### config.mk
export PLATFORM = sky130hd
export DESIGN_NAME = bin2dec_wsum
export DESIGN_NICKNAME = d
export VERILOG_FILES = /design/src/rtl/bwc_pkg.sv /design/src/rtl/bwc_digit_add.sv /design/src/rtl/bwc_bcd_adder.sv /design/src/rtl/bwc_weight_table.sv /design/src/rtl/bwc_seq_ctrl.sv /design/src/rtl/bin2dec_wsum.sv
export SDC_FILE = /design/constraint.sdc
export NUM_CORES = 1
export LEC_CHECK = 0
export ABC_AREA = 0
export BUFFER_PORTS_ARGS = -buffer_cell sky130_fd_sc_hd__buf_2
export CORE_ASPECT_RATIO = 2
export CORE_MARGIN = 2
export CORE_UTILIZATION = 62
export CTS_BUF_LIST = sky130_fd_sc_hd__clkbuf_16
export DETAILED_ROUTE_END_ITERATION = 10
export GPL_TIMING_DRIVEN = 0
export PLACE_DENSITY = 0.85
export SKIP_CTS_REPAIR_TIMING = 1
export SLEW_MARGIN = 20
export SYNTH_ARGS = -nofsm -noshare
export SYNTH_HDL_FRONTEND = slang
export SYNTH_HIERARCHICAL = 1
export SYNTH_SLANG_ARGS = --single-unit
### constraint.sdc
create_clock -name clk -period 8.5 [get_ports clk]
set_clock_uncertainty 0.05 [all_clocks]
set_input_delay 1.7 -clock clk [delete_from_list [all_inputs] [get_ports clk]]
set_output_delay 1.7 -clock clk [all_outputs]
set_load 0.02 [all_outputs]
### src/rtl/bwc_pkg.sv
package bwc_pkg;

   // Largest input width the constant arithmetic below can handle.
   localparam int MAX_BITS = 60;
   // Decimal digits needed for 2^MAX_BITS - 1.
   localparam int MAX_DIG  = 19;

   typedef logic [4*MAX_DIG-1:0] wide_bcd_t;

   // Number of decimal digits needed for the value 2^w - 1.
   function automatic int dec_digits(input int w);
      longint unsigned v;
      int n;
      v = (longint'(1) << w) - 1;
      n = 1;
      for (int k = 0; k < MAX_DIG; k++) begin
         if (v != 0) n = k + 1;
         v = v / 10;
      end
      return n;
   endfunction

   // Packed BCD form of 2^i, units digit in the lowest nibble.
   function automatic wide_bcd_t pow2_bcd(input int i);
      longint unsigned v;
      wide_bcd_t r;
      v = longint'(1) << i;
      r = '0;
      for (int d = 0; d < MAX_DIG; d++) begin
         r[4*d +: 4] = 4'(v % 10);
         v = v / 10;
      end
      return r;
   endfunction

endpackage

### src/rtl/bwc_digit_add.sv
module bwc_digit_add (
   input  logic [3:0] a_i,
   input  logic [3:0] b_i,
   input  logic       c_i,
   output logic [3:0] s_o,
   output logic       c_o
);
   logic [4:0] raw;

   always_comb begin
      raw = {1'b0, a_i} + {1'b0, b_i} + {4'd0, c_i};
      if (raw > 5'd9) begin
         // Adding six skips the unused codes 10 to 15; the fifth bit is the carry.
         s_o = 4'(raw + 5'd6);
         c_o = 1'b1;
      end else begin
         s_o = raw[3:0];
         c_o = 1'b0;
      end
   end
endmodule

### src/rtl/bwc_bcd_adder.sv
module bwc_bcd_adder #(
   parameter int DIGITS = 3
) (
   input  logic [4*DIGITS-1:0] a_i,
   input  logic [4*DIGITS-1:0] b_i,
   output logic [4*DIGITS-1:0] sum_o,
   output logic                ovf_o
);
   logic [DIGITS:0] chain;

   assign chain[0] = 1'b0;

   for (genvar d = 0; d < DIGITS; d++) begin : g_dig
      bwc_digit_add u_dig (
         .a_i (a_i[4*d +: 4]),
         .b_i (b_i[4*d +: 4]),
         .c_i (chain[d]),
         .s_o (sum_o[4*d +: 4]),
         .c_o (chain[d+1])
      );
   end

   assign ovf_o = chain[DIGITS];
endmodule

### src/rtl/bwc_weight_table.sv
module bwc_weight_table #(
   parameter int BIN_W  = 8,
   parameter int DIGITS = 3,
   localparam int IDX_W = (BIN_W > 1) ? $clog2(BIN_W) : 1
) (
   input  logic [IDX_W-1:0]    idx_i,
   output logic [4*DIGITS-1:0] img_o
);
   logic [4*DIGITS-1:0] rows [BIN_W];

   for (genvar i = 0; i < BIN_W; i++) begin : g_row
      localparam bwc_pkg::wide_bcd_t FULL = bwc_pkg::pow2_bcd(i);
      assign rows[i] = FULL[4*DIGITS-1:0];
   end

   always_comb begin
      if (int'(idx_i) < BIN_W) img_o = rows[idx_i];
      else                     img_o = '0;
   end
endmodule

### src/rtl/bwc_seq_ctrl.sv
module bwc_seq_ctrl #(
   parameter int BIN_W = 8,
   localparam int IDX_W = (BIN_W > 1) ? $clog2(BIN_W) : 1
) (
   input  logic             clk,
   input  logic             rst_n,
   input  logic             start_i,
   input  logic [BIN_W-1:0] bin_i,
   output logic [IDX_W-1:0] idx_o,
   output logic             step_o,
   output logic             done_o
);
   localparam logic [IDX_W-1:0] LAST = IDX_W'(BIN_W - 1);

   logic             busy;
   logic [IDX_W-1:0] idx;
   logic [BIN_W-1:0] cap;

   always_ff @(posedge clk or negedge rst_n) begin
      if (!rst_n) begin
         busy   <= 1'b0;
         idx    <= '0;
         cap    <= '0;
         done_o <= 1'b0;
      end else begin
         done_o <= 1'b0;
         if (start_i) begin
            busy <= 1'b1;
            idx  <= '0;
            cap  <= bin_i;
         end else if (busy) begin
            if (idx == LAST) begin
               busy   <= 1'b0;
               idx    <= '0;
               done_o <= 1'b1;
            end else begin
               idx <= idx + 1'b1;
            end
         end
      end
   end

   assign idx_o  = idx;
   assign step_o = busy & cap[idx];
endmodule

### src/rtl/bin2dec_wsum.sv
module bin2dec_wsum #(
   parameter  int BIN_W  = 8,
   localparam int DIGITS = bwc_pkg::dec_digits(BIN_W)
) (
   input  logic                clk,
   input  logic                rst_n,
   input  logic                start_i,
   input  logic [BIN_W-1:0]    bin_i,
   output logic                done_o,
   output logic [4*DIGITS-1:0] bcd_o
);
   localparam int IDX_W = (BIN_W > 1) ? $clog2(BIN_W) : 1;

   if (BIN_W < 2 || BIN_W > bwc_pkg::MAX_BITS) begin : g_bad_width
      $error("bin2dec_wsum: BIN_W must lie in 2..%0d", bwc_pkg::MAX_BITS);
   end

   logic [IDX_W-1:0]    idx;
   logic                step;
   logic [4*DIGITS-1:0] img;
   logic [4*DIGITS-1:0] acc;
   logic [4*DIGITS-1:0] acc_nxt;
   logic                add_ovf;

   bwc_seq_ctrl #(.BIN_W(BIN_W)) u_ctrl (
      .clk     (clk),
      .rst_n   (rst_n),
      .start_i (start_i),
      .bin_i   (bin_i),
      .idx_o   (idx),
      .step_o  (step),
      .done_o  (done_o)
   );

   bwc_weight_table #(.BIN_W(BIN_W), .DIGITS(DIGITS)) u_tab (
      .idx_i (idx),
      .img_o (img)
   );

   bwc_bcd_adder #(.DIGITS(DIGITS)) u_add (
      .a_i   (acc),
      .b_i   (img),
      .sum_o (acc_nxt),
      .ovf_o (add_ovf)
   );

   always_ff @(posedge clk or negedge rst_n) begin
      if (!rst_n)       acc <= '0;
      else if (start_i) acc <= '0;
      else if (step)    acc <= acc_nxt;
   end

   assign bcd_o = acc;
endmodule

==> results of run 1 <==
kinds of logic (layout without fill, tap and decap cells):
logic type | count (synthesis) | in the layout
AND/OR/NAND/NOR | 34 | 34
AO/OA/AOI/OAI | 29 | 29
multiplexers | 29 | 29
flip-flops | 25 | 25
adder cells (fa/ha/maj) | 20 | 20
buffers and inverters | 14 | 41
XOR/XNOR | 6 | 6
other | 2 | 5
stage by stage:
step / instance area, µm² / util (%)
final: 2030 / 73.4
after detailed placement: 1960 / 70.6
after global placement: 1960 / 70.6
after global routing: 2030 / 73.4
after floorplan: 1800 / -
after CTS: 2030 / 73.4
cells in the mapped netlist, types with 2 or more instances:
| library cell | n |
|---|---|
| mux2_2 | 10 |
| nor2b_1 | 4 |
| inv_1 | 7 |
| mux2i_1 | 18 |
| nand3_1 | 3 |
| o31ai_4 | 3 |
| a21o_2 | 3 |
| nand2b_1 | 2 |
| a31o_1 | 3 |
| buf_4 | 4 |
| ha_1 | 14 |
| a2111oi_0 | 3 |
| o22ai_1 | 3 |
| dfrtp_1 | 25 |
| conb_1 | 2 |
| and3_1 | 4 |
| a21oi_1 | 9 |
| nor2_1 | 17 |
| xnor2_1 | 6 |
| fa_1 | 6 |
cell type report:
| class | count | share of cell area [%] |
|---|---|---|
| buffer | 7 | 2.46 |
| inverter | 7 | 1.29 |
| clock inverter | 1 | 0.185 |
| timing repair buffer | 23 | 5.66 |
| tap | 29 | 1.78 |
| sequential | 25 | 30.8 |
| clock buffer | 3 | 3.69 |
| multi-input combinational | 123 | 54.2 |
layer usage:
| layer | part of all wire, % | track usage (%) |
|---|---|---|
| met5 | 0 | 0 |
| met4 | 2.0 | 10.3 |
| met3 | 5.5 | 4.04 |
| met2 | 56 | 42.0 |
| met1 | 36 | 24.1 |
worst max-delay path, cell delays in order, from the launching register on:
cell	delay [ns]
dfrtp_1	0.59
nor3_1	0.15
fa_1	0.46
fa_1	0.42
xnor2_1	0.30
ha_1	0.26
a31o_1	0.19
o31ai_4	0.12
fa_1	0.46
fa_1	0.43
xnor2_1	0.27
ha_1	0.24
a31o_1	0.18
o31ai_4	0.11
fa_1	0.44
fa_1	0.42
xnor2_1	0.19
ha_1	0.26
a31o_1	0.24
a2111oi_0	0.54
nor2b_1	0.10
mux2i_1	0.14
nor2_1	0.06
power by group through the flow:
| stage | Sequential [mW] | Combinational (mW) | Clock (mW) |
|---|---|---|---|
| 3_5_place_dp | 0.177 | 0.361 | 0 |
| 5_1_grt | 0.179 | 0.403 | 0.106 |
| 2_1_floorplan | 0.197 | 0.255 | 0 |
| 4_1_cts | 0.175 | 0.363 | 0.102 |
| 6_report | 0.174 | 0.363 | 0.100 |
| 3_3_place_gp | 0.174 | 0.335 | 0 |
final timing paths:
| kind | cells past startpoint | end | slack (ns) | startpoint |
|---|---|---|---|---|
| max in group asynchronous | 1 | bcd_o[2]$_DFFE_PN0P_ | 6.67 | rst_n |
| hold reg to reg | 1 | u_ctrl/cap[4]$_DFFE_PN0P_ | 0.45 | u_ctrl/cap[4]$_DFFE_PN0P_ |
| setup reg to reg | 22 | bcd_o[11]$_DFFE_PN0P_ | 1.76 | u_ctrl/idx_o[2]$_DFFE_PN0P_ |
| hold / removal | 1 | u_ctrl/cap[4]$_DFFE_PN0P_ | 0.45 | u_ctrl/cap[4]$_DFFE_PN0P_ |
| setup / recovery | 22 | bcd_o[11]$_DFFE_PN0P_ | 1.76 | u_ctrl/idx_o[2]$_DFFE_PN0P_ |
| min in group asynchronous | 1 | bcd_o[0]$_DFFE_PN0P_ | 1.37 | rst_n |
registers in the layout (all words and copies together) (netlist names):
register,count
u_ctrl/done_o,1
u_ctrl/busy,1
u_ctrl/cap,8
u_ctrl/idx_o,3
bcd_o,12
==> metrics, run 1 <==
unrepaired setup endpoints after global routing=false; cell accounting for the most synthesized area=dfrtp_1; number of nets still failing antenna checks after routing=0; part of the Yosys area used for sequential elements=34.9%; number of sinks handled by clock tree synthesis=25; overall power after layout=637 µW; Max transition margin=54.0%; outcome=finished, final reports clean; post-synthesis cell area=1790 µm²; Die Wd=42.0 µm; largest net degree at the start of global routing=26; antenna diode instance count=0; last weighted congestion value of the routability-driven placer=0.878; leading cell types by total area after synthesis=dfrtp_1, mux2i_1, ha_1; DP Worst Slack=1.95 ns; clock latency of the later-clocked register in the worst-skew pair=0.25 ns; HP Class=flop to flop; dominant combinational cell family by area after synthesis=multiplexers; number of antenna violations at the first check in global routing=0; final routed DRC violation total=0; dominant register cell in the synthesized netlist=dfrtp_1; Clock H-tree levels=1; data required time at the worst endpoint=8.59 ns; slew at the pin closest to its max-slew limit=0.685 ns; synthesized instance count=about 160; num ports=24; Final #Nets=221; synthesized-area fraction occupied by ao, oa, aoi and oai cells=14.0%; combined area of the multi-input logic cells=1100 µm²; Post-synth ARST share=100%; Cell Rows=27; gr ovfl total=0; Fin Hold WS=0.454 ns; maximum clock frequency=148 MHz; via count normalized by instance count=6.04; worst IR drop on VDD=0.195 mV; number of clock buffers inserted by TritonCTS=3; Leak Pwr=1.06 nW; share of the cycle needed by the critical path after routing=approximately 79%; global-route usage over all layers=22.6%; setup-violating endpoint count in the final report=0; HPWL after detailed placement=approximately 2600 µm; endpoints failing hold=0; fill cell instance count of the final layout=202; Synth Area in Adders=between 15 and 20%; type of the setup path with the least slack=flop to flop; leading cell type in the layout, fill and taps excluded=dfrtp_1; cell chosen for the clock root=clkbuf_16; post-route setup TNS=0 ns; FF/Latch Area=626 µm²; number of iterations in the first detailed-routing pass=5; register bit total from synthesis=25; crit path time final=6.74 ns; Yosys top cell area share=34.9%; number of buffers on the longest clock path=2; Final Routed Wirelength=3250 µm; Non-Filler Instances=218; Post-Synth XOR/XNOR Area=2.93%; Starting DRT DRC Count=23; clock transition at the registers of the reported paths=0.06 ns; total power divided by cell area=between 300 and 400 nW/µm²; switching share of power=a little over two fifths; maximum capacitance violations=0; worst-path maximum fanout=12; wire length of the first global-routing pass=between 5000 and 6000 µm; average footprint of a synthesized cell=11.3 µm²; post-synthesis share of cell area spent on and, or, nand and nor gates=9.28%; Synthesis Warnings=6; net switching power of the design=266 µW; via count of the first global-routing pass=1363; Distinct cells, synth=33; mux contribution to synthesized area=roughly 18%; Clock Power Share=15.8%; overall die area=3360 µm²; startpoint types=flop; portion of total power attributed to sequential cells=between 20% and 30%; relative contribution of combinational cells to total power=a little under three fifths; core region area=approximately 2800 µm²; most frequent cells in the layout=dfrtp_1, buf_2, mux2i_1, nor2_1, ha_1; worst setup slack after layout=between 1.5 and 2 ns; share of post-route cells with drive strength above 1=26.5%; WL/cell=14.9 µm; area growth from synthesis to layout=13.5%; total via count in the routed design=1317; starting utilization of the core area=64.7%; instance count after placement with tap cells included=214; data arrival at the endpoint of the critical path=6.83 ns; max-slew violation total from the final report=0; Post-synth EDFFs=0; internal portion of total power=372 µW; element type at the critical path end=flop; CTS tree=yes; quantity of I/O buffers inserted on ports=23; Die H=80.1 µm
No activity file was read; power rests on OpenSTA's default activity.
==> run 2, diff against run 1 <==
CORE_UTILIZATION = 52   (was 62)
PLACE_DENSITY = 0.76   (was 0.85)
clock period = 5.88 ns   (was 8.5 ns; I/O delays follow)
==> run 2 against run 1 <==
  * Via count up 9.8%
  * Total power increased by 70%
  * Sequential power is 45% higher
  * Maximum frequency up 18%
  * Routed wire length increased by 31%
  * Design area rose by 13%
  * Core utilization shrank 4.4 points
  * Sequential share of layout area shrank 3.5 points
  * Hold slack worse by 0.0021 ns
  * Worst setup slack lost 1.6 ns
==> metrics, run 2 (synthesized netlist as in run 1, its figures left out) <==
last weighted congestion value of the routability-driven placer=0.819 (was 0.878); endpoints failing hold=0 (unchanged); Clock H-tree levels=1 (unchanged); Final #Nets=242 (was 221); clock latency of the later-clocked register in the worst-skew pair=0.26 ns (was 0.25 ns); startpoint types=flop (unchanged); Buf+Inv Stages, Crit Path=1 (was 0); total power divided by cell area=469 nW/µm² (was 313 nW/µm²); leading cell type in the layout, fill and taps excluded=buf_4 (was dfrtp_1); post-route setup TNS=0 ns (unchanged); crit path time final=5.73 ns (was 6.74 ns); number of nets still failing antenna checks after routing=0 (unchanged); Cell Chain, Critical Path=nor3_4 > fa_2 > fa_2 > xnor2_2 > ha_2 > a31o_1 > o31ai_4 > fa_2 > fa_2 > xnor2_2 > ha_2 > a31o_1 > o31ai_4 > fa_2 > fa_2 > inv_4 > ha_4 > a31o_4 > o31ai_4 > mux2i_1 > mux2i_1 > nor2_1 (was nor3_1 > fa_1 > fa_1 > xnor2_1 > ha_1 > a31o_1 > o31ai_4 > fa_1 > fa_1 > xnor2_1 > ha_1 > a31o_1 > o31ai_4 > fa_1 > fa_1 > xnor2_1 > ha_1 > a31o_1 > a2111oi_0 > nor2b_1 > mux2i_1 > nor2_1); share of post-route cells with drive strength above 1=45.2% (was 26.5%); Max transition margin=57.3% (was 54.0%); Cell Rows=30 (was 27); Die Wd=45.5 µm (was 42.0 µm); cell class contributing the biggest share of worst-path delay=adder cells (unchanged); Critical Path Most Common Cell=fa_2 (was fa_1); setup-violating endpoint count in the final report=0 (unchanged); maximum capacitance violations=0 (unchanged); slowest cell on the critical path=fa_2 (was dfrtp_1); max-slew violation total from the final report=0 (unchanged); number of antenna violations at the first check in global routing=0 (unchanged); CTS tree=yes (unchanged); global-route usage over all layers=21.5% (was 22.6%); overall die area=3960 µm² (was 3360 µm²); wire length of the first global-routing pass=6320 µm (was 5830 µm); core region area=3340 µm² (was 2770 µm²); Starting DRT DRC Count=44 (was 23); HP Class=flop to flop (unchanged); total via count in the routed design=1446 (was 1317); Die H=87.0 µm (was 80.1 µm); num ports=24 (unchanged); number of buffers on the longest clock path=2 (unchanged); most frequent cells in the layout=buf_4, buf_2, dfrtp_1, mux2i_1, nor2_1 (was dfrtp_1, buf_2, mux2i_1, nor2_1, ha_1); element type at the critical path end=flop (unchanged); Final Routed Wirelength=4260 µm (was 3250 µm); gr ovfl total=0 (unchanged); worst IR drop on VDD=0.356 mV (was 0.195 mV); Non-Filler Instances=242 (was 218); via count normalized by instance count=5.98 (was 6.04); clock transition at the registers of the reported paths=0.07 ns (was 0.06 ns); number of flip-flops in the largest register=12 (unchanged); outcome=finished, final reports clean (unchanged); instance count after placement with tap cells included=217 (was 214); largest net degree at the start of global routing=26 (unchanged); starting utilization of the core area=53.7% (was 64.7%); data arrival at the endpoint of the critical path=5.87 ns (was 6.83 ns); maximum clock frequency=175 MHz (was 148 MHz); Final Core Density=69.0% (was 73.4%); data required time at the worst endpoint=6.02 ns (was 8.59 ns); worst setup slack after layout=0.153 ns (was 1.76 ns); antenna diode instance count=0 (unchanged); DP Worst Slack=-0.626 ns (was 1.95 ns); R2R setup slack=0.15 ns (was 1.76 ns); number of iterations in the first detailed-routing pass=4 (was 5); final routed DRC violation total=0 (unchanged); type of the setup path with the least slack=flop to flop (unchanged); HPWL after detailed placement=2840 µm (was 2570 µm); share of the cycle needed by the critical path after routing=97.4% (was 79.3%); number of sinks handled by clock tree synthesis=25 (unchanged); quantity of I/O buffers inserted on ports=23 (unchanged); slew at the pin closest to its max-slew limit=0.636 ns (was 0.685 ns); area growth from synthesis to layout=28.6% (was 13.5%); number of clock buffers inserted by TritonCTS=3 (unchanged); Leak Pwr=1.16 nW (was 1.06 nW); critical path's largest stage delay=0.57 ns (was 0.59 ns); cell chosen for the clock root=clkbuf_16 (unchanged); WL/cell=17.6 µm (was 14.9 µm); via count of the first global-routing pass=1501 (was 1363); worst-path maximum fanout=7 (was 12)
==> run 2: cell count changes in the layout (fill, tap and decap cells not counted), moves of 3 or more <==
cell     delta
buf_4      +21
fa_1        -6
fa_2        +6
inv_1       -4
dfrtp_1     -3
dfrtp_2     +3
ha_1        -3
xnor2_1     -3
==> run 2: worst paths after layout <==
kind	from	end	cells past startpoint
max	u_ctrl/idx_o[2]$_DFFE_PN0P_	bcd_o[10]$_DFFE_PN0P_	22
min	u_ctrl/cap[7]$_DFFE_PN0P_	u_ctrl/cap[7]$_DFFE_PN0P_	1
max reg2reg	u_ctrl/idx_o[2]$_DFFE_PN0P_	bcd_o[10]$_DFFE_PN0P_	22
min reg2reg	u_ctrl/cap[7]$_DFFE_PN0P_	u_ctrl/cap[7]$_DFFE_PN0P_	1
max in group asynchronous	rst_n	u_ctrl/idx_o[2]$_DFFE_PN0P_	1
min in group asynchronous	rst_n	bcd_o[10]$_DFFE_PN0P_	1
==> run 2: routing by layer <==
layer | wire [µm] | up-vias | GRT usage, %
met5 | 0 | - | 0
met4 | 68 | 0 | 10.7
met3 | 88 | 6 | 2.70
met2 | 2590 | 25 | 39.9
met1 | 1520 | 750 | 21.6
li1 | - | 665 | -
==> run 2: power breakdown <==
part | internal, mW | total, mW | switching, mW
Sequential | 0.211 | 0.252 | 0.0410
Clock | 0.0924 | 0.156 | 0.0631
Combinational | 0.328 | 0.675 | 0.346
Total | 0.631 | 1.08 | 0.450
==> run 2: worst reg2reg max path: stages, from the launching register on <==
cell,delay [ns]
dfrtp_2,0.47
nor3_4,0.06
fa_2,0.37
fa_2,0.41
xnor2_2,0.22
ha_2,0.23
a31o_1,0.17
o31ai_4,0.10
fa_2,0.43
fa_2,0.41
xnor2_2,0.22
ha_2,0.23
a31o_1,0.16
o31ai_4,0.09
fa_2,0.40
fa_2,0.57
inv_4,0.05
ha_4,0.16
a31o_4,0.22
o31ai_4,0.22
mux2i_1,0.24
mux2i_1,0.09
nor2_1,0.09
==> run 2: through the flow <==
| step | total power, mW | hold slack (ns) | area [µm²] |
|---|---|---|---|
| after floorplan | 0.654 | 0.422 | 1800 |
| after global placement | 0.747 | 0.433 | 1960 |
| after detailed placement | 0.782 | 0.444 | 1960 |
| after CTS | 0.945 | 0.460 | 2040 |
| after global routing | 1.15 | 0.477 | 2310 |
| final | 1.08 | 0.452 | 2310 |
==> run 2: final cells by class <==
cell class	instances	area, µm²
Buffer	7	50.0
Clock buffer	3	75.1
Clock inverter	1	7.51
Fill cell	248	1030
Inverter	7	28.8
Multi-Input combinational cell	123	1200
Sequential cell	25	629
Tap cell	32	40.0
Timing Repair Buffer	44	273
